File: src/rtl/trig_coinc_pkg.sv
package trig_coinc_pkg;
  localparam int NUM_LINES = 4;
  localparam int LINE_PMA  = 0;
  localparam int LINE_PMB  = 1;
  localparam int LINE_POS  = 2;
  localparam int LINE_NEG  = 3;

  typedef logic [NUM_LINES-1:0] line_vec_t;
endpackage

File: src/rtl/trig_sync_edge.sv
module trig_sync_edge #(
  parameter int WIDTH  = 4,
  parameter int STAGES = 2
) (
  input  logic             clk,
  input  logic             rst,
  input  logic [WIDTH-1:0] raw_i,
  output logic [WIDTH-1:0] rise_o
);
  genvar g;
  generate
    for (g = 0; g < WIDTH; g++) begin : g_line
      logic [STAGES-1:0] chain_q;
      logic              prev_q;
      always_ff @(posedge clk) begin
        if (rst) begin
          chain_q <= '0;
          prev_q  <= 1'b0;
        end else begin
          chain_q <= {chain_q[STAGES-2:0], raw_i[g]};
          prev_q  <= chain_q[STAGES-1];
        end
      end
      assign rise_o[g] = chain_q[STAGES-1] & ~prev_q;

      AST_RISE_SINGLE: assert property (@(posedge clk) disable iff (rst)
        rise_o[g] |=> !rise_o[g]);
    end
  endgenerate
endmodule

File: src/rtl/trig_pm_coinc.sv
module trig_pm_coinc #(
  parameter int WIN_W = 2
) (
  input  logic                 clk,
  input  logic                 rst,
  input  logic [3:0]           rise_i,
  input  logic [3:0]           enable_i,
  input  logic                 coinc_i,
  input  logic [WIN_W-1:0]     window_i,
  output logic                 fire_o
);
  import trig_coinc_pkg::*;
  localparam int AGE_W = WIN_W + 1;
  localparam logic [AGE_W-1:0] AGE_MAX = AGE_W'(2**WIN_W);

  logic [1:0]            hold_q;
  logic [1:0][AGE_W-1:0] age_q;
  logic [1:0]            near;
  logic                  hit;
  logic                  pm_fire;
  logic                  ext_fire;

  genvar g;
  generate
    for (g = 0; g < 2; g++) begin : g_near
      assign near[g] = hold_q[g] && (age_q[g] <= {1'b0, window_i});
    end
  endgenerate

  assign hit = (rise_i[LINE_PMA] && rise_i[LINE_PMB]) ||
               (rise_i[LINE_PMA] && near[1]) ||
               (rise_i[LINE_PMB] && near[0]);

  always_ff @(posedge clk) begin
    if (rst) begin
      hold_q <= '0;
      age_q  <= '0;
    end else begin
      for (int i = 0; i < 2; i++) begin
        if (hit) begin
          hold_q[i] <= 1'b0;
          age_q[i]  <= '0;
        end else if (rise_i[i]) begin
          hold_q[i] <= 1'b1;
          age_q[i]  <= AGE_W'(1);
        end else if (hold_q[i] && age_q[i] != AGE_MAX) begin
          age_q[i]  <= age_q[i] + AGE_W'(1);
        end
      end
    end
  end

  always_comb begin
    if (coinc_i)
      pm_fire = hit && enable_i[LINE_PMA] && enable_i[LINE_PMB];
    else
      pm_fire = (rise_i[LINE_PMA] && enable_i[LINE_PMA]) ||
                (rise_i[LINE_PMB] && enable_i[LINE_PMB]);
    ext_fire = (rise_i[LINE_POS] && enable_i[LINE_POS]) ||
               (rise_i[LINE_NEG] && enable_i[LINE_NEG]);
  end

  assign fire_o = pm_fire || ext_fire;

  AST_COINC_PAIR: assert property (@(posedge clk) disable iff (rst)
    (coinc_i && hit) |-> ((rise_i[LINE_PMA] || hold_q[0]) && (rise_i[LINE_PMB] || hold_q[1])));
  AST_MASKED_SILENT: assert property (@(posedge clk) disable iff (rst)
    (enable_i == 4'b0000) |-> !fire_o);
endmodule

File: src/rtl/trig_latency.sv
module trig_latency #(
  parameter int LATENCY = 128,
  parameter int DROP_W  = 16
) (
  input  logic              clk,
  input  logic              rst,
  input  logic              fire_i,
  output logic              accept_o,
  output logic              fc_o,
  output logic [DROP_W-1:0] drop_o
);
  localparam int LAT_W = $clog2(LATENCY);
  localparam logic [LAT_W-1:0] LOAD = LAT_W'(LATENCY - 1);

  logic             busy_q;
  logic [LAT_W-1:0] cnt_q;

  always_ff @(posedge clk) begin
    if (rst) begin
      busy_q   <= 1'b0;
      cnt_q    <= '0;
      accept_o <= 1'b0;
      fc_o     <= 1'b0;
      drop_o   <= '0;
    end else begin
      accept_o <= fire_i && !busy_q;
      fc_o     <= 1'b0;
      if (busy_q) begin
        if (cnt_q == '0) begin
          busy_q <= 1'b0;
          fc_o   <= 1'b1;
        end else begin
          cnt_q  <= cnt_q - LAT_W'(1);
        end
        if (fire_i && drop_o != '1)
          drop_o <= drop_o + DROP_W'(1);
      end else if (fire_i) begin
        busy_q <= 1'b1;
        cnt_q  <= LOAD;
      end
    end
  end

  AST_FC_SINGLE: assert property (@(posedge clk) disable iff (rst)
    fc_o |=> !fc_o);
  AST_FC_NOT_EARLY: assert property (@(posedge clk) disable iff (rst)
    (busy_q && cnt_q != '0) |=> !fc_o);
  AST_DROP_STEP: assert property (@(posedge clk) disable iff (rst)
    (busy_q && fire_i && drop_o != '1) |=> (drop_o == $past(drop_o) + DROP_W'(1)));
  AST_DROP_SAT: assert property (@(posedge clk) disable iff (rst)
    (drop_o == '1) |=> (drop_o == '1));
  AST_NO_ACCEPT_BUSY: assert property (@(posedge clk) disable iff (rst)
    busy_q |=> !accept_o);
endmodule

File: src/rtl/trig_start_gen.sv
module trig_start_gen #(
  parameter int PERIOD = 4
) (
  input  logic clk,
  input  logic rst,
  output logic start_o
);
  localparam int CNT_W = (PERIOD > 2) ? $clog2(PERIOD) : 1;
  localparam logic [CNT_W-1:0] LAST = CNT_W'(PERIOD - 1);

  logic [CNT_W-1:0] cnt_q;

  always_ff @(posedge clk) begin
    if (rst) begin
      cnt_q   <= '0;
      start_o <= 1'b0;
    end else begin
      start_o <= (cnt_q == LAST);
      cnt_q   <= (cnt_q == LAST) ? '0 : cnt_q + CNT_W'(1);
    end
  end

  AST_START_GAP: assert property (@(posedge clk) disable iff (rst)
    start_o |=> !start_o);
endmodule

File: src/rtl/trig_coinc_unit.sv
module trig_coinc_unit #(
  parameter int SYNC_STAGES  = 2,
  parameter int LATENCY      = 128,
  parameter int START_PERIOD = 4,
  parameter int WIN_W        = 2,
  parameter int DROP_W       = 16
) (
  input  logic              clk,
  input  logic              rst,
  input  logic [3:0]        trig_raw_i,
  input  logic [3:0]        cfg_enable_i,
  input  logic              cfg_coinc_i,
  input  logic [WIN_W-1:0]  cfg_window_i,
  output logic              trig_ext_o,
  output logic              trig_int_o,
  output logic              fc_trig_o,
  output logic              start_o,
  output logic [DROP_W-1:0] drop_count_o
);
  import trig_coinc_pkg::*;

  line_vec_t rise;
  logic      fire;

  trig_sync_edge #(.WIDTH(NUM_LINES), .STAGES(SYNC_STAGES)) u_sync (
    .clk(clk), .rst(rst), .raw_i(trig_raw_i), .rise_o(rise)
  );

  trig_pm_coinc #(.WIN_W(WIN_W)) u_coinc (
    .clk(clk), .rst(rst), .rise_i(rise), .enable_i(cfg_enable_i),
    .coinc_i(cfg_coinc_i), .window_i(cfg_window_i), .fire_o(fire)
  );

  trig_latency #(.LATENCY(LATENCY), .DROP_W(DROP_W)) u_lat (
    .clk(clk), .rst(rst), .fire_i(fire), .accept_o(trig_int_o),
    .fc_o(fc_trig_o), .drop_o(drop_count_o)
  );

  trig_start_gen #(.PERIOD(START_PERIOD)) u_start (
    .clk(clk), .rst(rst), .start_o(start_o)
  );

  always_ff @(posedge clk) begin
    if (rst) trig_ext_o <= 1'b0;
    else     trig_ext_o <= fire;
  end

  AST_INT_HAS_EXT: assert property (@(posedge clk) disable iff (rst)
    trig_int_o |-> trig_ext_o);
  AST_RESET_QUIET: assert property (@(posedge clk)
    rst |=> (!trig_ext_o && !trig_int_o && !fc_trig_o && !start_o && drop_count_o == '0));
endmodule

File: config.mk
export PLATFORM = sky130hd
export DESIGN_NAME = trig_coinc_unit
export DESIGN_NICKNAME = d
export VERILOG_FILES = /design/src/rtl/trig_coinc_pkg.sv /design/src/rtl/trig_sync_edge.sv /design/src/rtl/trig_pm_coinc.sv /design/src/rtl/trig_latency.sv /design/src/rtl/trig_start_gen.sv /design/src/rtl/trig_coinc_unit.sv
export SDC_FILE = /design/constraint.sdc
export NUM_CORES = 1
export LEC_CHECK = 0
export BUFFER_PORTS_ARGS = -buffer_cell sky130_fd_sc_hd__buf_4
export CAP_MARGIN = 20
export CELL_PAD_IN_SITES_DETAIL_PLACEMENT = 1
export CELL_PAD_IN_SITES_GLOBAL_PLACEMENT = 1
export CORE_MARGIN = 2
export CORE_UTILIZATION = 45
export CTS_BUF_LIST = sky130_fd_sc_hd__clkbuf_4
export DETAILED_ROUTE_END_ITERATION = 8
export GPL_ROUTABILITY_DRIVEN = 0
export PLACE_DENSITY_LB_ADDON = 0.1
export SYNTH_ARGS = -nofsm -noshare
export SYNTH_HDL_FRONTEND = slang
export SYNTH_SLANG_ARGS = --single-unit
File: constraint.sdc
create_clock -name clk -period 3.21 [get_ports clk]
set_input_delay 0.963 -clock clk [delete_from_list [all_inputs] [get_ports clk]]
set_output_delay 0.963 -clock clk [all_outputs]
set_load 0.01 [all_outputs]
==> flow_summary.yaml <==
power:
  leakage_nw: 1.09
  p_per_area_mw_per_mm2: 420
  vdd_drop_max_uv: 280
logic_synthesis:
  synth_fp_nets: 289
  synth-compound-area-share_pct: 14.5
  synth_edf_count: 0
  yosys.area.top_type: "dfxtp_1"
  synth_area_per_cell_sq_um: 8.86
  synthXorXnorAreaFrac_pct: 1.12
  ys_seq_elements: 50
  yosysTopAreaCellShare_pct: 42.8
  yosys.area_share.adder_pct: 6.42
  synthSimpleGateAreaFrac_pct: 28.1
  netlist_area_sq_mm: 0.00234
  muxShareOfSynthArea_pct: 2.35
  synth_seq_area_share_pct: 42.8
  synth.area.top_cells: "dfxtp_1 43%, ha_1 6.4%, nor2b_1 5.9%, a21oi_1 4.3%, nor2_1 3.2%"
  yosys_warnings: 0
  postSynthCellCount: 264
  yosysUniqueCellTypes: 46
  synth_top_family_by_area: "simple AND/OR/NAND/NOR gates"
  synth_flop_cell: "dfxtp_1"
  async_flop_share_pct: 0
critical_path:
  r2r_cells: 7
  r2r_slack_ps: 860
  worst-setup-path-type: "input port to flop"
  worstPathArrival_ps: 2980
  r2r-end: "u_lat.drop_o[7]"
  crit_fanout: 23
  critPathLaunch: "cfg_window_i[1]"
  crit_path_end_kind: "flop"
  crit_slowest_cell: "mux2_2"
  worstPathRequired_ps: 3480
  endpoint: "u_lat.drop_o[7]"
  critical_path.startpoint_type: "input port"
  critPathMaxStageDelay_ps: 370
  cp_cell_sequence: "buf_4 > inv_1 > ha_1 > nor2b_1 > o21ai_0 > nand4_1 > a31o_4 > nor4_1 > mux2_2"
  r2r-start: "u_coinc.age_q[4]"
grt:
  grt_pass1_vias: 1903
  grt_util_all_layers_pct: 18.3
  grt_max_degree: 38
  grt_pass1_wl_mm: 8.84
  gr-total-overflow: 0
  antenna_found_initial: 0
clocking:
  clk_latency_ps: 370
  tritoncts: "yes"
  htreeDepth: 2
  clk_pin_slew_ps: 160
  cts.repair.resized: 0
  post_cts_buffers: 0
  numCtsBuffers: 5
  cts_hold_buf: 0
  clockBufferDepth: 2
  clockRootBuffer: "clkbuf_4"
  cts.sinks: 50
timing:
  fin_ws_ps: 496
  setup_tns_ps: 0
  relSlewSlack_pct: 59.3
  hold_viol_final: 0
  min_period_ps: 2710
  slew_viol_final: 0
  setup_viol: 0
  rsz0062_at_grt: "false"
  max_freq_ghz: 0.368
  fin_skew_ps: 14.9
  post-route-period-util_pct: 84.5
  tightest_slew_ps: 607
floorplan:
  initial_utilization_pct: 46.1
  core_sq_mm: 0.00507
  rows: 26
  die_h_um: 76.1
  die_area_sq_mm: 0.00579
  ios: 33
  die_w_um: 76.1
place:
  placedCellCount: 359
  place_ws_ps: 81.6
  numPortBuffers: 32
  dp_hpwl_mm: 3.76
layout:
  drive_gt1_share_pct: 18.5
  areaGrowthSynthToFinish_pct: 15.9
  diodes: 0
  nets: 321
  final_cells: 367
job:
  cap_violations: 0
min_path:
  holdPathStages: 1
  hp-class: "flop to flop"
route:
  drtPass1Iterations: 4
  vias_per_cell: 5.42
  drt_wl_total_mm: 4.95
  first_iter_violations: 92
  wire_per_inst_um: 13.5
  drc_errors: 0
  postRouteAntennaNets: 0
  route.vias.total: 1988
status:
  status: "complete, no violations"
## how the worst min path moves through the flow
stage	slack, ps	end	start
3_3_place_gp	420	u_sync.g_line[0].chain_q[1]	u_sync.g_line[0].chain_q[0]
6_report	450	u_start.cnt_q[0]	u_start.cnt_q[0]
2_1_floorplan	410	u_start.cnt_q[0]	u_start.cnt_q[0]
3_5_place_dp	430	u_sync.g_line[2].chain_q[1]	u_sync.g_line[2].chain_q[0]
5_1_grt	470	u_start.cnt_q[0]	u_start.cnt_q[0]
4_1_cts	460	u_start.cnt_q[0]	u_start.cnt_q[0]
## state kept, by name, indices dropped and copies added (netlist names)
name,flops
u_coinc.age_q,6
u_lat.drop_o,16
u_lat.fc_o,1
u_sync.g_line.chain_q,8
u_lat.busy_q,1
u_lat.cnt_q,7
u_coinc.hold_q,2
u_start.start_o,1
u_sync.g_line.prev_q,4
u_lat.accept_o,1
trig_ext_o,1
u_start.cnt_q,2
## cell type report
class,count,area (sq um)
Inverter,15,56.3
Clock buffer,5,37.5
Sequential cell,50,1000
Clock inverter,3,26.3
Fill cell,628,2360
Timing Repair Buffer,36,270
Multi-Input combinational cell,188,1230
Tap cell,70,87.6
## cell families (layout without fill, tap and decap cells)
group	Yosys count	after routing
AO/OA/AOI/OAI	52	52
buffers and inverters	26	59
flip-flops	50	50
adder cells (fa/ha/maj)	12	12
AND/OR/NAND/NOR	116	116
XOR/XNOR	3	3
multiplexers	5	5
## where the power goes
part | internal [mW] | leakage, nW | switching (mW) | total, mW
registers | 0.652 | 0.408 | 0.0228 | 0.675
clock network | 0.0931 | 0.0362 | 0.214 | 0.307
logic | 0.0719 | 0.651 | 0.0856 | 0.158
## cells in the final DEF, fill, tap and decap left out, types with 2 or more instances in the layout
cell,netlist,routed
nor2_1,20,20
inv_6,0,2
o32ai_1,2,2
a21boi_0,2,2
nor3b_1,2,2
ha_1,12,12
mux2_2,4,4
and3_1,7,7
dfxtp_1,50,50
nor4_1,4,4
o31ai_1,7,7
nand2_1,14,14
a21oi_1,20,20
clkbuf_4,0,5
nand3_1,8,8
or3_1,7,7
inv_1,15,15
nand4_1,5,5
nor2b_1,22,22
nor3_1,9,8
or4_1,8,8
nand2b_1,4,4
xnor2_1,2,2
buf_4,1,36
o21ai_0,8,8
a31oi_1,3,3
## critical path: cells and delay by family
family | cells | cell delay (ps)
AO/OA/AOI/OAI | 2 | 570
adder cells (fa/ha/maj) | 1 | 240
multiplexers | 1 | 370
buffers and inverters | 2 | 180
AND/OR/NAND/NOR | 3 | 660
## synth_stat cells, drive strengths merged, types with 3 or more instances
master and instances:
a21oi 20, nor3 9, nor4 4, buf 4, nand4 5, inv 15
nor3b 3, o31ai 7, a31oi 3, nor2b 23, nor2 20, or4 8
o21ai 8, ha 12, or3 7, nand3 8, nand2 14, dfxtp 50
and3 7, nand2b 4, clkbuf 7, mux2 4
## layer usage
metal	part of all wire (%)	routed length [um]	global-route usage, %
met1	49	2400	24.0
met2	48	2400	31.3
met3	2.0	98	2.61
met4	1.0	50	5.82
met5	0	0	0
## metrics by stage
step	total power [mW]	util, %	instance area [sq um]	hold slack [ps]
CTS	1.16	53.4	2710	457
global placement	0.842	52.2	2650	418
detailed placement	0.847	52.2	2650	427
floorplan	0.799	-	2340	407
global route	1.21	53.4	2710	472
finish	1.14	53.4	2710	453
Note: power is estimated with default switching activity, not from simulation.
